<file path="config.mk">
export PLATFORM = sky130hd
export DESIGN_NAME = fifo_thresh_loader
export DESIGN_NICKNAME = d
export VERILOG_FILES = /design/src/rtl/fifo_thresh_loader.sv
export SDC_FILE = /design/constraint.sdc
export NUM_CORES = 1
export LEC_CHECK = 0
export BUFFER_PORTS_ARGS = -buffer_cell sky130_fd_sc_hd__buf_2
export CORE_MARGIN = 3
export CORE_UTILIZATION = 35
export DETAILED_ROUTE_END_ITERATION = 8
export PLACE_DENSITY_LB_ADDON = 0.12
export SYNTH_ARGS = -nofsm -noshare
export SYNTH_HDL_FRONTEND = slang
export SYNTH_SLANG_ARGS = --single-unit
</file>
<file path="constraint.sdc">
create_clock -name clk -period 3.2 [get_ports clk]
set_input_delay 0.48 -clock clk [delete_from_list [all_inputs] [get_ports clk]]
set_output_delay 0.48 -clock clk [all_outputs]
set_load 0.02 [all_outputs]
</file>
<file path="src/rtl/fifo_thresh_loader.sv">
module fifo_thresh_loader #(
  parameter int DATA_W  = 36,
  parameter int OFS_W   = 11,
  parameter int PAR_BIT = 8
) (
  input  logic              clk,
  input  logic              rst_n,
  input  logic              flush_n,
  input  logic [2:0]        mode_sel,
  input  logic              parity_sel,
  input  logic              wr_strobe,
  input  logic [DATA_W-1:0] wr_data,
  input  logic              ser_en,
  input  logic              ser_din,
  output logic [OFS_W-1:0]  ae_offset,
  output logic [OFS_W-1:0]  af_offset,
  output logic              cfg_done
);
  localparam int SER_BITS = 2 * OFS_W;
  localparam int CNT_W    = $clog2(SER_BITS + 1);
  localparam logic [CNT_W-1:0] LAST_BIT = CNT_W'(SER_BITS - 1);

  function automatic logic [OFS_W-1:0] preset_of(input logic [2:0] m);
    case (m)
      3'b010:  return OFS_W'(8);
      3'b011:  return OFS_W'(16);
      3'b100:  return OFS_W'(64);
      3'b101:  return OFS_W'(256);
      3'b110:  return OFS_W'(1024);
      default: return '0;
    endcase
  endfunction

  logic [2:0]          mode_q;
  logic                parity_q;
  logic                ae_loaded;
  logic [CNT_W-1:0]    bit_cnt;
  logic [SER_BITS-2:0] shreg;
  logic [OFS_W-1:0]    par_word;
  logic                is_par, is_ser, take_par, take_ser;
  logic                unused_ok;

  assign is_par   = (mode_q == 3'b001) || (mode_q == 3'b111);
  assign is_ser   = (mode_q == 3'b000);
  assign take_par = is_par && wr_strobe && flush_n && !cfg_done;
  assign take_ser = is_ser && ser_en && flush_n && !cfg_done;
  assign par_word = parity_q ? {wr_data[OFS_W:PAR_BIT+1], wr_data[PAR_BIT-1:0]}
                             : wr_data[OFS_W-1:0];
  assign unused_ok = &{1'b0, wr_data[DATA_W-1:OFS_W+1]};

  always_ff @(posedge clk) begin
    if (!rst_n) begin
      mode_q    <= mode_sel;
      parity_q  <= parity_sel;
      ae_offset <= preset_of(mode_sel);
      af_offset <= preset_of(mode_sel);
      cfg_done  <= (preset_of(mode_sel) != '0);
      ae_loaded <= 1'b0;
      bit_cnt   <= '0;
      shreg     <= '0;
    end else begin
      if (take_par) begin
        if (!ae_loaded) begin
          ae_offset <= par_word;
          ae_loaded <= 1'b1;
        end else begin
          af_offset <= par_word;
          cfg_done  <= 1'b1;
        end
      end
      if (take_ser) begin
        shreg   <= {shreg[SER_BITS-3:0], ser_din};
        bit_cnt <= bit_cnt + 1'b1;
        if (bit_cnt == LAST_BIT) begin
          ae_offset <= shreg[SER_BITS-2:OFS_W-1];
          af_offset <= {shreg[OFS_W-2:0], ser_din};
          cfg_done  <= 1'b1;
        end
      end
    end
  end
endmodule


</file>
==> results of run 1 <==
[final timing paths]
path,slack (ns),depth (start not counted),to,from
setup / recovery,1.20,5,af_offset[0],mode_q[1]
hold / removal,0.34,1,parity_q,parity_sel
setup reg to reg,1.20,5,af_offset[0],mode_q[1]
hold reg to reg,0.46,2,shreg[19],shreg[19]
[cell usage in the layout (no fill, tap or decap), types with 3 or more instances in the layout]
cell type  synthesis  final
edfxtp_1           4      4
buf_4              2      4
a21oi_1           12     12
and2_1             6      6
nand3_1            4      4
mux2_2             3      3
xor2_1             4      4
buf_2              1     44
nand2_1           22     22
dfxtp_1           50     50
a32oi_1            8      8
nor2_1            35     35
clkbuf_8           0      5
mux2i_1           22     22
a22oi_1           13     13
o21ai_0           20     20
[area by class of cell]
class | instances | area share
clock buffers | 5 | 0.02559
clock inverters | 3 | 0.01629
inverters | 2 | 0.002792
multi-input cells | 172 | 0.4095
flip-flops and latches | 54 | 0.4169
well taps | 77 | 0.03583
repair buffers | 48 | 0.09307
[report_power, final]
group	internal, uW	switching [uW]	total (uW)	leakage, uW
logic	53.1	85.2	138	0.000562
clock network	235	232	467	0.0000585
registers	705	14.7	720	0.000445
[cell usage after synthesis (2+ instances only)]
library cell	instances
mux2i_1	22
o21ai_0	20
nand3_1	4
a22oi_1	13
clkbuf_1	8
buf_6	2
buf_4	2
nand2_1	22
xor2_1	4
edfxtp_1	4
o21ai_1	2
nand4_1	2
inv_1	2
a21oi_1	12
a32oi_1	8
and2_1	6
dfxtp_1	50
mux2_2	3
ha_1	2
nor2_1	35
[metrics by stage]
step | instance area [um^2] | setup slack (ns) | hold WS [ns]
6_report | 2689 | 1.201 | 0.3423
4_1_cts | 2689 | 1.181 | 0.3295
3_5_place_dp | 2576 | 1.098 | 0.4450
2_1_floorplan | 2321 | 1.676 | 0.4332
3_3_place_gp | 2576 | 1.120 | 0.4386
5_1_grt | 2689 | 1.063 | 0.3223
[flip-flops by register name (all words and copies together), names as in the netlist]
register,cells
ae_loaded,1
ae_offset,11
af_offset,11
bit_cnt,5
cfg_done,1
mode_q,3
parity_q,1
shreg,21
[routing by layer]
metal | global-route usage | part of all wire | vias to the layer above
li1 | - | - | 942
met1 | 0.2015 | 0.49 | 863
met2 | 0.2329 | 0.46 | 25
met3 | 0.03311 | 0.043 | 2
met4 | 0.04184 | 0.0050 | 0
met5 | 0 | 0 | -
[cells by family after synthesis]
| logic type | after synthesis | share of synthesized area |
|---|---|---|
| adders and majority gates | 2 | 0.01078 |
| and+or+nand+nor | 81 | 0.1768 |
| DFF | 54 | 0.4830 |
| AOI/OAI and AO/OA | 59 | 0.1585 |
| xor gates and xnor gates | 5 | 0.01887 |
| muxes | 25 | 0.1094 |
| buffers and inverters | 17 | 0.04258 |
==> impl_metrics.py, run 1 <==
metrics = {
    "synth": {
        "synth.yosys.seq_area_share": 0.4830,
        "synthDominantAreaCellType": "dfxtp_1",
        "netlist_area_um2": 2321,
        "post_synth_edffs": 4,
        "post_synth_main_area_contributors": "dfxtp_1, mux2i_1, nor2_1",
        "postSynth.topFlopCell": "dfxtp_1",
        "synth_cell_type_count": 40,
        "share_of_the_synthesized_area_in_the_top_cell_type": 0.4313,
        "netlist_instances": 243,
        "number_of_synthesis_warnings": 0,
        "synth_seq_cells": 54,
        "syn_area_per_cell_um2": 9.551,
        "synth_nets": 291,
        "asyncSetResetFlopFracSynth": 0,
    },
    "clock_network": {
        "clock-sinks": 54,
        "cts.root.buffer_cell": "clkbuf_8",
        "cts.reportedPaths.clkPinSlew_ns": 0.10,
        "clkLatencyLatePin_ns": 0.31,
        "tritoncts": "yes",
        "quantity_of_hold_fixing_buffers_added_after_cts": 0,
        "post-cts-setup-buffers": 0,
        "clockBufferDepth": 2,
        "cts-resized-gates": 0,
        "h-tree-depth": 2,
        "numCtsBuffers": 5,
    },
    "layout": {
        "multi_input_gate_area_in_the_final_layout_um2": 1101,
        "final_util": 0.4210,
        "sequential_cell_area_um2": 1121,
        "diodes": 0,
        "fraction_of_final_layout_cells_sized_beyond_drive_strength_1": 0.2254,
        "layoutNonFillerInstCount": 361,
        "fillers": 659,
        "finish.net_count": 331,
        "areaGrowthSynthToFinish_pct": 15.85,
    },
    "sta": {
        "max_slew_margin": 0.4290,
        "unrepaired_setup_endpoints_after_global_routing": "false",
        "finalSetupTns_ns": 0,
        "hold_viol_final": 0,
        "fin_skew_ns": 0.007378,
        "finalWorstPathRequiredPeriod_ns": 1.999,
        "fmax_mhz": 500.3,
        "drv_slew": 0,
        "worst_slew_pin_slew_ns": 0.8555,
        "setup_violations": 0,
        "layout_worst_path_cycle_share": 0.6247,
    },
    "setup_path": {
        "critical_path_class": "reg -> reg",
        "crit_path_top_delay_cell": "nor4b_4",
        "critical_path.max_stage_delay_ns": 0.48,
        "timing.critical_path.to_type": "register",
        "timing.critical_path.max_delay_family": "compound AO/OA/AOI/OAI gates",
        "path_buf_inv": 1,
        "path_cells": "nor4b_4, nand2_1, buf_4, o21ai_0, a22oi_1",
        "critPathLaunchType": "register",
        "critical_path.max_fanout": 30,
        "crit_arrival_ns": 2.16,
        "timing.critical_path.required_ns": 3.36,
    },
    "power_and_ir_drop": {
        "vdd.ir_drop.worst_uv": 181.6,
        "power.total_uw": 1325,
        "p_per_area_nw_per_um2": 492.8,
        "p_leak_uw": 0.001065,
    },
    "drt": {
        "detailroute.via_count": 1832,
        "drt_first_pass_iters": 4,
        "remaining_drc_errors": 0,
        "post_drt_via_cell_ratio": 5.075,
        "detail_route.iter0.violations": 146,
        "wirelength_mm": 5.359,
        "antenna_violating_nets_post_route": 0,
        "routedWlPerCell_um": 14.84,
    },
    "floorplan": {
        "placementRows": 29,
        "ports_placed_on_the_boundary": 69,
        "initial_core_util": 0.3634,
        "floorplan.core_area_um2": 6386,
        "floorplan.die_area_um2": 7645,
        "chipHeight_um": 87.44,
        "die_width_um": 87.44,
    },
    "placed_design": {
        "io_buffers": 44,
        "gp_congestion": 0.7347,
        "hpwlAfterDp_mm": 3.793,
        "dpl.cell_count": 353,
    },
    "global_routing": {
        "initial_antenna_violation_count": 0,
        "first_global_vias": 1778,
        "grt_usage": 0.1475,
        "grt_start_max_net_pins": 31,
        "first_pass_grt_wire_length_mm": 8.776,
        "grt_overflow_total": 0,
    },
    "outcome": {
        "run_status": "complete, no violations",
    },
    "run": {
        "max_cap_viol_count": 0,
    },
    "worst_hold_path": {
        "worst_hold_path_type": "in -> reg",
    },
}
No activity file was read; power rests on OpenSTA's default activity.
==> inputs of run 2 (changes only) <==
ABC_AREA = 1   (was not set)
clock period = 1.99 ns   (was 3.2 ns; I/O delays follow)
==> run 2 against run 1 <==
Sequential share of layout area decreased by 7.5 points. Fmax increased by 18%. Hold slack got worse by 0.18 ns. Sequential power increased by 62%. Routed wire length increased by 33%. Cell count increased by 55%. First-iteration DRC count decreased by 16%. Register-to-register slack got worse by 0.90 ns. Highest routed layer unchanged.
==> impl_metrics.py, run 2 <==
metrics = {
    "global_routing": {
        "first_global_vias": 2399,
        "first_pass_grt_wire_length_mm": 11.68,
        "grt_start_max_net_pins": 32,
        "grt_overflow_total": 0,
        "grt_usage": 0.1635,
        "initial_antenna_violation_count": 0,
    },
    "layout": {
        "largest-register": "shreg",
        "diodes": 0,
        "fraction_of_final_layout_cells_sized_beyond_drive_strength_1": 0.2341,
        "finish.net_count": 504,
        "reg_top3": "shreg x21, ae_offset x11, af_offset x11",
        "areaGrowthSynthToFinish_pct": 14.69,
        "layout_common_cells": "nand2_1, inv_1, dfxtp_1",
        "layoutNonFillerInstCount": 559,
        "mostFrequentLayoutCell": "nand2_1",
        "largest_register_ff_count": 21,
    },
    "clock_network": {
        "h-tree-depth": 2,
        "numCtsBuffers": 5,
        "quantity_of_hold_fixing_buffers_added_after_cts": 0,
        "clock-sinks": 54,
        "post-cts-setup-buffers": 0,
        "tritoncts": "yes",
        "cts.root.buffer_cell": "clkbuf_8",
        "cts-resized-gates": 0,
        "clockBufferDepth": 2,
        "cts.reportedPaths.clkPinSlew_ns": 0.10,
        "clkLatencyLatePin_ns": 0.31,
    },
    "worst_hold_path": {
        "worst_hold_path_type": "in -> reg",
    },
    "placed_design": {
        "hpwlAfterDp_mm": 5.180,
        "gp_congestion": 0.7650,
        "io_buffers": 44,
        "dpl.cell_count": 551,
    },
    "sta": {
        "drv_slew": 0,
        "fin_skew_ns": 0.01268,
        "worst_slew_pin_slew_ns": 0.5688,
        "holdWs_ns": 0.1637,
        "unrepaired_setup_endpoints_after_global_routing": "false",
        "max_slew_margin": 0.6208,
        "fmax_mhz": 592.5,
        "finalWorstPathRequiredPeriod_ns": 1.688,
        "layout_worst_path_cycle_share": 0.8481,
        "finalSetupTns_ns": 0,
        "setup_violations": 0,
        "hold_viol_final": 0,
    },
    "setup_path": {
        "path_buf_inv": 3,
        "timing.critical_path.required_ns": 2.23,
        "critPathLaunchType": "register",
        "critical_path_class": "reg -> reg",
        "crit_path_top_delay_cell": "edfxtp_1",
        "critical_path.max_fanout": 19,
        "crit_arrival_ns": 1.93,
        "path_cells": "inv_2, nand2_2, nor2_4, buf_4, nand3_4, buf_4, nand3_1, nand2_1, nand2_1",
        "critical_path.max_stage_delay_ns": 0.44,
        "timing.critical_path.to_type": "register",
        "timing.critical_path.max_delay_family": "simple AND/OR/NAND/NOR gates",
    },
    "synth": {
        "number_of_synthesis_warnings": 0,
        "xor_and_xnor_fraction_of_the_mapped_netlist_area": 0.006122,
        "synth-simple-area-share": 0.3564,
        "synth.cells.most_frequent": "nand2_1, inv_1, dfxtp_1, nand3_1, nor2_1",
        "synth_compound_gate_area_share": 0.1115,
        "post_synth_main_area_contributors": "dfxtp_1, nand2_1, inv_1",
        "yosysMostFrequentCell": "nand2_1",
        "post_synth_edffs": 4,
        "synth_cell_type_count": 28,
        "netlist_area_um2": 2861,
        "synth_seq_cells": 54,
        "synth_nets": 456,
        "syn_area_per_cell_um2": 7.013,
        "synth.yosys.seq_area_share": 0.3918,
        "synth_top_family_by_area": "simple AND/OR/NAND/NOR gates",
        "asyncSetResetFlopFracSynth": 0,
        "synthDominantAreaCellType": "dfxtp_1",
        "post_synth_fa_ha_maj_area_fraction": 0.008745,
        "netlist_instances": 408,
        "muxShareOfSynthArea": 0,
        "share_of_the_synthesized_area_in_the_top_cell_type": 0.3498,
        "postSynth.topFlopCell": "dfxtp_1",
    },
    "power_and_ir_drop": {
        "power.total_uw": 2254,
        "p_per_area_nw_per_um2": 686.9,
        "vdd.ir_drop.worst_uv": 251.9,
        "p_leak_uw": 0.001704,
    },
    "outcome": {
        "run_status": "complete, no violations",
    },
    "drt": {
        "detail_route.iter0.violations": 123,
        "drt_first_pass_iters": 4,
        "routedWlPerCell_um": 12.72,
        "post_drt_via_cell_ratio": 4.592,
        "remaining_drc_errors": 0,
        "wirelength_mm": 7.112,
        "detailroute.via_count": 2567,
        "antenna_violating_nets_post_route": 0,
    },
    "floorplan": {
        "ports_placed_on_the_boundary": 69,
        "die_width_um": 96.42,
        "placementRows": 32,
        "chipHeight_um": 96.42,
        "initial_core_util": 0.3646,
        "floorplan.core_area_um2": 7848,
        "floorplan.die_area_um2": 9297,
    },
    "run": {
        "max_cap_viol_count": 0,
    },
}
[run 2: cell count changes after synthesis, moves of 13 or more]
cell and change:
nand2_1 +135, inv_1 +51, nand3_1 +27, mux2i_1 -22, a21oi_2 +17, nor2_1 -15
a22oi_1 -13
[run 2: path summary, 6_finish.rpt]
path | depth (start not counted) | from | to | slack, ns
max | 9 | mode_q[2] | ae_offset[6] | 0.30
min | 1 | parity_sel | parity_q | 0.16
max reg2reg | 9 | mode_q[2] | ae_offset[6] | 0.30
min reg2reg | 2 | shreg[8] | shreg[8] | 0.45
[run 2: layout make-up]
type	count	area, um^2
Clock buffer	7	86.33
Clock inverter	1	30.03
Fill cell	868	4566
Inverter	56	210.2
Multi-Input combinational cell	281	1381
Sequential cell	54	1121
Tap cell	102	127.6
Timing Repair Buffer	58	325.3
[run 2: worst register-to-register path: cells and delay by family, from the launching register on]
family,cells,cell delay [ns]
and+or+nand+nor,6,0.63
buffers and inverters,3,0.56
DFF,1,0.44
[run 2: cells by family after synthesis]
logic type	count (synthesis)
AO/OA/AOI/OAI	48
XOR/XNOR	2
flip-flops	54
AND/OR/NAND/NOR	229
buffers and inverters	73
adder cells (fa/ha/maj)	2
[run 2: power by group]
part	switching [uW]	total [uW]	internal, uW
clock	358	769	411
sequential	27.9	1170	1140
combinational	209	319	110
[run 2: through the flow]
step / util / setup WS, ns / instance area (um^2)
5_1_grt: 0.4182 / 0.07491 / 3282
6_report: 0.4182 / 0.3023 / 3282
3_5_place_dp: 0.4034 / 0.3255 / 3166
4_1_cts: 0.4182 / 0.2869 / 3282
3_3_place_gp: 0.4034 / 0.3178 / 3166
2_1_floorplan: - / 0.7200 / 2861
[run 2: metal layers]
layer	track usage	share of wire	vias up
li1	-	-	1347
met1	0.2190	0.49	1177
met2	0.2754	0.46	37
met3	0.02479	0.043	6
met4	0.04206	0.0089	0
met5	0	0	-
==> inputs of run 3 (changes only) <==
ABC_AREA = 0   (was 1)
clock period = 1.4 ns   (was 1.99 ns; I/O delays follow)
==> run 3 against run 2 <==
The flow now finishes with violations (negative setup slack). Non-clock buffer count increased by 9. Flip-flop and latch count unchanged. Cell count decreased by 32%. Via count decreased by 24%. Highest routed layer unchanged. Largest cell class unchanged. Critical endpoint is now bit_cnt[1]. Global-route usage decreased by 0.89 points. Critical path depth decreased by 2. Clock skew decreased by 0.0024 ns.
==> impl_metrics.py, run 3 (synthesis results as in run 1) <==
metrics = {
    "sta": {
        "max_slew_margin": 0.6786,
        "drv_slew": 0,
        "unrepaired_setup_endpoints_after_global_routing": "true",
        "fin_skew_ns": 0.01028,
        "layout_worst_path_cycle_share": 1.153,
        "worst_slew_pin_slew_ns": 0.4805,
        "fmax_mhz": 619.7,
        "setup_violations": 49,
        "timing.final.ws_setup_ns": -0.2138,
        "finalWorstPathRequiredPeriod_ns": 1.614,
        "hold_viol_final": 0,
        "holdWs_ns": 0.07601,
    },
    "setup_path": {
        "timing.critical_path.to_type": "register",
        "critical_path.max_fanout": 6,
        "critical_path_class": "reg -> reg",
        "critPathLaunchType": "register",
        "r2r_setup_slack_ns": -0.21,
        "crit_arrival_ns": 1.84,
        "timing.critical_path.required_ns": 1.62,
    },
    "global_routing": {
        "first_global_vias": 1812,
        "busiest_layer": "met2",
        "grt_start_max_net_pins": 31,
        "first_pass_grt_wire_length_mm": 9.135,
        "gr-usage-met3": 0.03027,
        "grt_overflow_total": 0,
        "grt_usage": 0.1546,
        "grt_util_met1": 0.2169,
        "gr-usage-met2": 0.2397,
        "initial_antenna_violation_count": 0,
    },
    "floorplan": {
        "chipHeight_um": 87.44,
        "floorplan.core_area_um2": 6386,
        "die_width_um": 87.44,
        "ports_placed_on_the_boundary": 69,
        "floorplan.die_area_um2": 7645,
        "placementRows": 29,
        "initial_core_util": 0.3634,
    },
    "drt": {
        "drt_first_pass_iters": 4,
        "wirelength_mm": 5.649,
        "remaining_drc_errors": 0,
        "post_drt_via_cell_ratio": 5.105,
        "routedWlPerCell_um": 14.87,
        "antenna_violating_nets_post_route": 0,
        "detail_route.iter0.violations": 101,
        "detailroute.via_count": 1940,
    },
    "layout": {
        "largest-register": "shreg",
        "diodes": 0,
        "reg_top3": "shreg x21, ae_offset x11, af_offset x11",
        "fillers": 613,
        "largest_register_ff_count": 21,
        "multi_input_gate_area_in_the_final_layout_um2": 1271,
        "sequential_cell_area_um2": 1121,
        "postLayoutCellArea_um2": 3098,
        "areaGrowthSynthToFinish_pct": 33.48,
        "layout_common_cells": "dfxtp_1, buf_2, nor2_1",
        "mostFrequentLayoutCell": "dfxtp_1",
        "finish.net_count": 350,
        "fraction_of_final_layout_cells_sized_beyond_drive_strength_1": 0.3531,
    },
    "clock_network": {
        "numCtsBuffers": 5,
        "tritoncts": "yes",
        "clock-sinks": 54,
        "cts.reportedPaths.clkPinSlew_ns": 0.10,
        "quantity_of_hold_fixing_buffers_added_after_cts": 0,
        "cts.root.buffer_cell": "clkbuf_8",
        "h-tree-depth": 2,
        "clockBufferDepth": 2,
        "clkLatencyLatePin_ns": 0.31,
    },
    "placed_design": {
        "gp_congestion": 0.7394,
        "hpwlAfterDp_mm": 3.983,
        "io_buffers": 44,
        "detailed_place.area_um2": 2818,
    },
    "outcome": {
        "failed_checks": "negative setup slack",
        "run_status": "finished, violations left",
    },
    "power_and_ir_drop": {
        "p_leak_uw": 0.001233,
        "p_per_area_nw_per_um2": 979.7,
        "vdd.ir_drop.worst_uv": 447.8,
    },
    "run": {
        "max_cap_viol_count": 0,
    },
    "worst_hold_path": {
        "worst_hold_path_type": "in -> reg",
    },
}
==> run 3: changes by cell type in the layout (fill, tap and decap cells not counted), moves of 8 or more <==
| cell | change |
|---|---|
| nand3_1 | -28 |
| a22oi_1 | +13 |
| nand2_1 | -136 |
| mux2i_1 | +21 |
| o21ai_0 | -12 |
| a32oi_1 | +8 |
| a21oi_2 | -11 |
| inv_1 | -51 |
| nor2_1 | +15 |
==> run 3: worst paths after layout <==
path              startpoint          to  depth (start not counted)
setup / recovery   mode_q[2]  bit_cnt[1]                          7
hold reg to reg     shreg[3]    shreg[4]                          2
hold / removal    parity_sel    parity_q                          1
setup reg to reg   mode_q[2]  bit_cnt[1]                          7
==> run 3: through the flow <==
stage               power, uW  worst slack, ns  TNS [ns]    util  instances
CTS                      3059          -0.1936    -6.549  0.4773        380
floorplan                1891         -0.09467    -1.859       -        243
global route             3170          -0.3064    -11.82  0.4851        380
detailed placement       2050          -0.2270    -7.200  0.4412        368
global placement         2047          -0.1972    -6.149  0.4412        368
finish                   3035          -0.2138    -7.553  0.4851        380
==> run 3: layout make-up <==
| type | count | share of cell area |
|---|---|---|
| clock buffers | 6 | 0.03029 |
| clock inverters | 2 | 0.004443 |
| inverters | 2 | 0.002423 |
| multi-input cells | 172 | 0.4103 |
| flip-flops and latches | 54 | 0.3619 |
| well taps | 77 | 0.03110 |
| repair buffers | 67 | 0.1595 |
==> run 3: worst max-delay path: stages (launching register included) <==
cell	delay [ns]
edfxtp_1	0.40
buf_4	0.15
nor4b_4	0.28
buf_4	0.18
and2_4	0.21
buf_6	0.13
nor2_1	0.03
a211oi_1	0.15
==> run 3: where the power goes <==
group          switching, uW  total [uW]  leakage, uW  internal [uW]
sequential              34.5        1650     0.000445           1610
clock                    526         991    0.0000567            465
combinational            223         398     0.000731            175
total                    784        3040      0.00123           2250
==> run 3: layer usage <==
metal / share of wire / vias to the layer above
li1: - / 988
met4: 0.0097 / 0
met1: 0.47 / 900
met3: 0.063 / 5
met2: 0.46 / 47
met5: 0 / -
==> run 3: what timing repair did <==
item                       in CTS  in global routing
hold endpoints to repair        0                  0
buffers inserted                2                  0
setup endpoints to repair      49                 49
cloned                          2                  0
pin swaps                       4                  2
resized for setup              21                 13
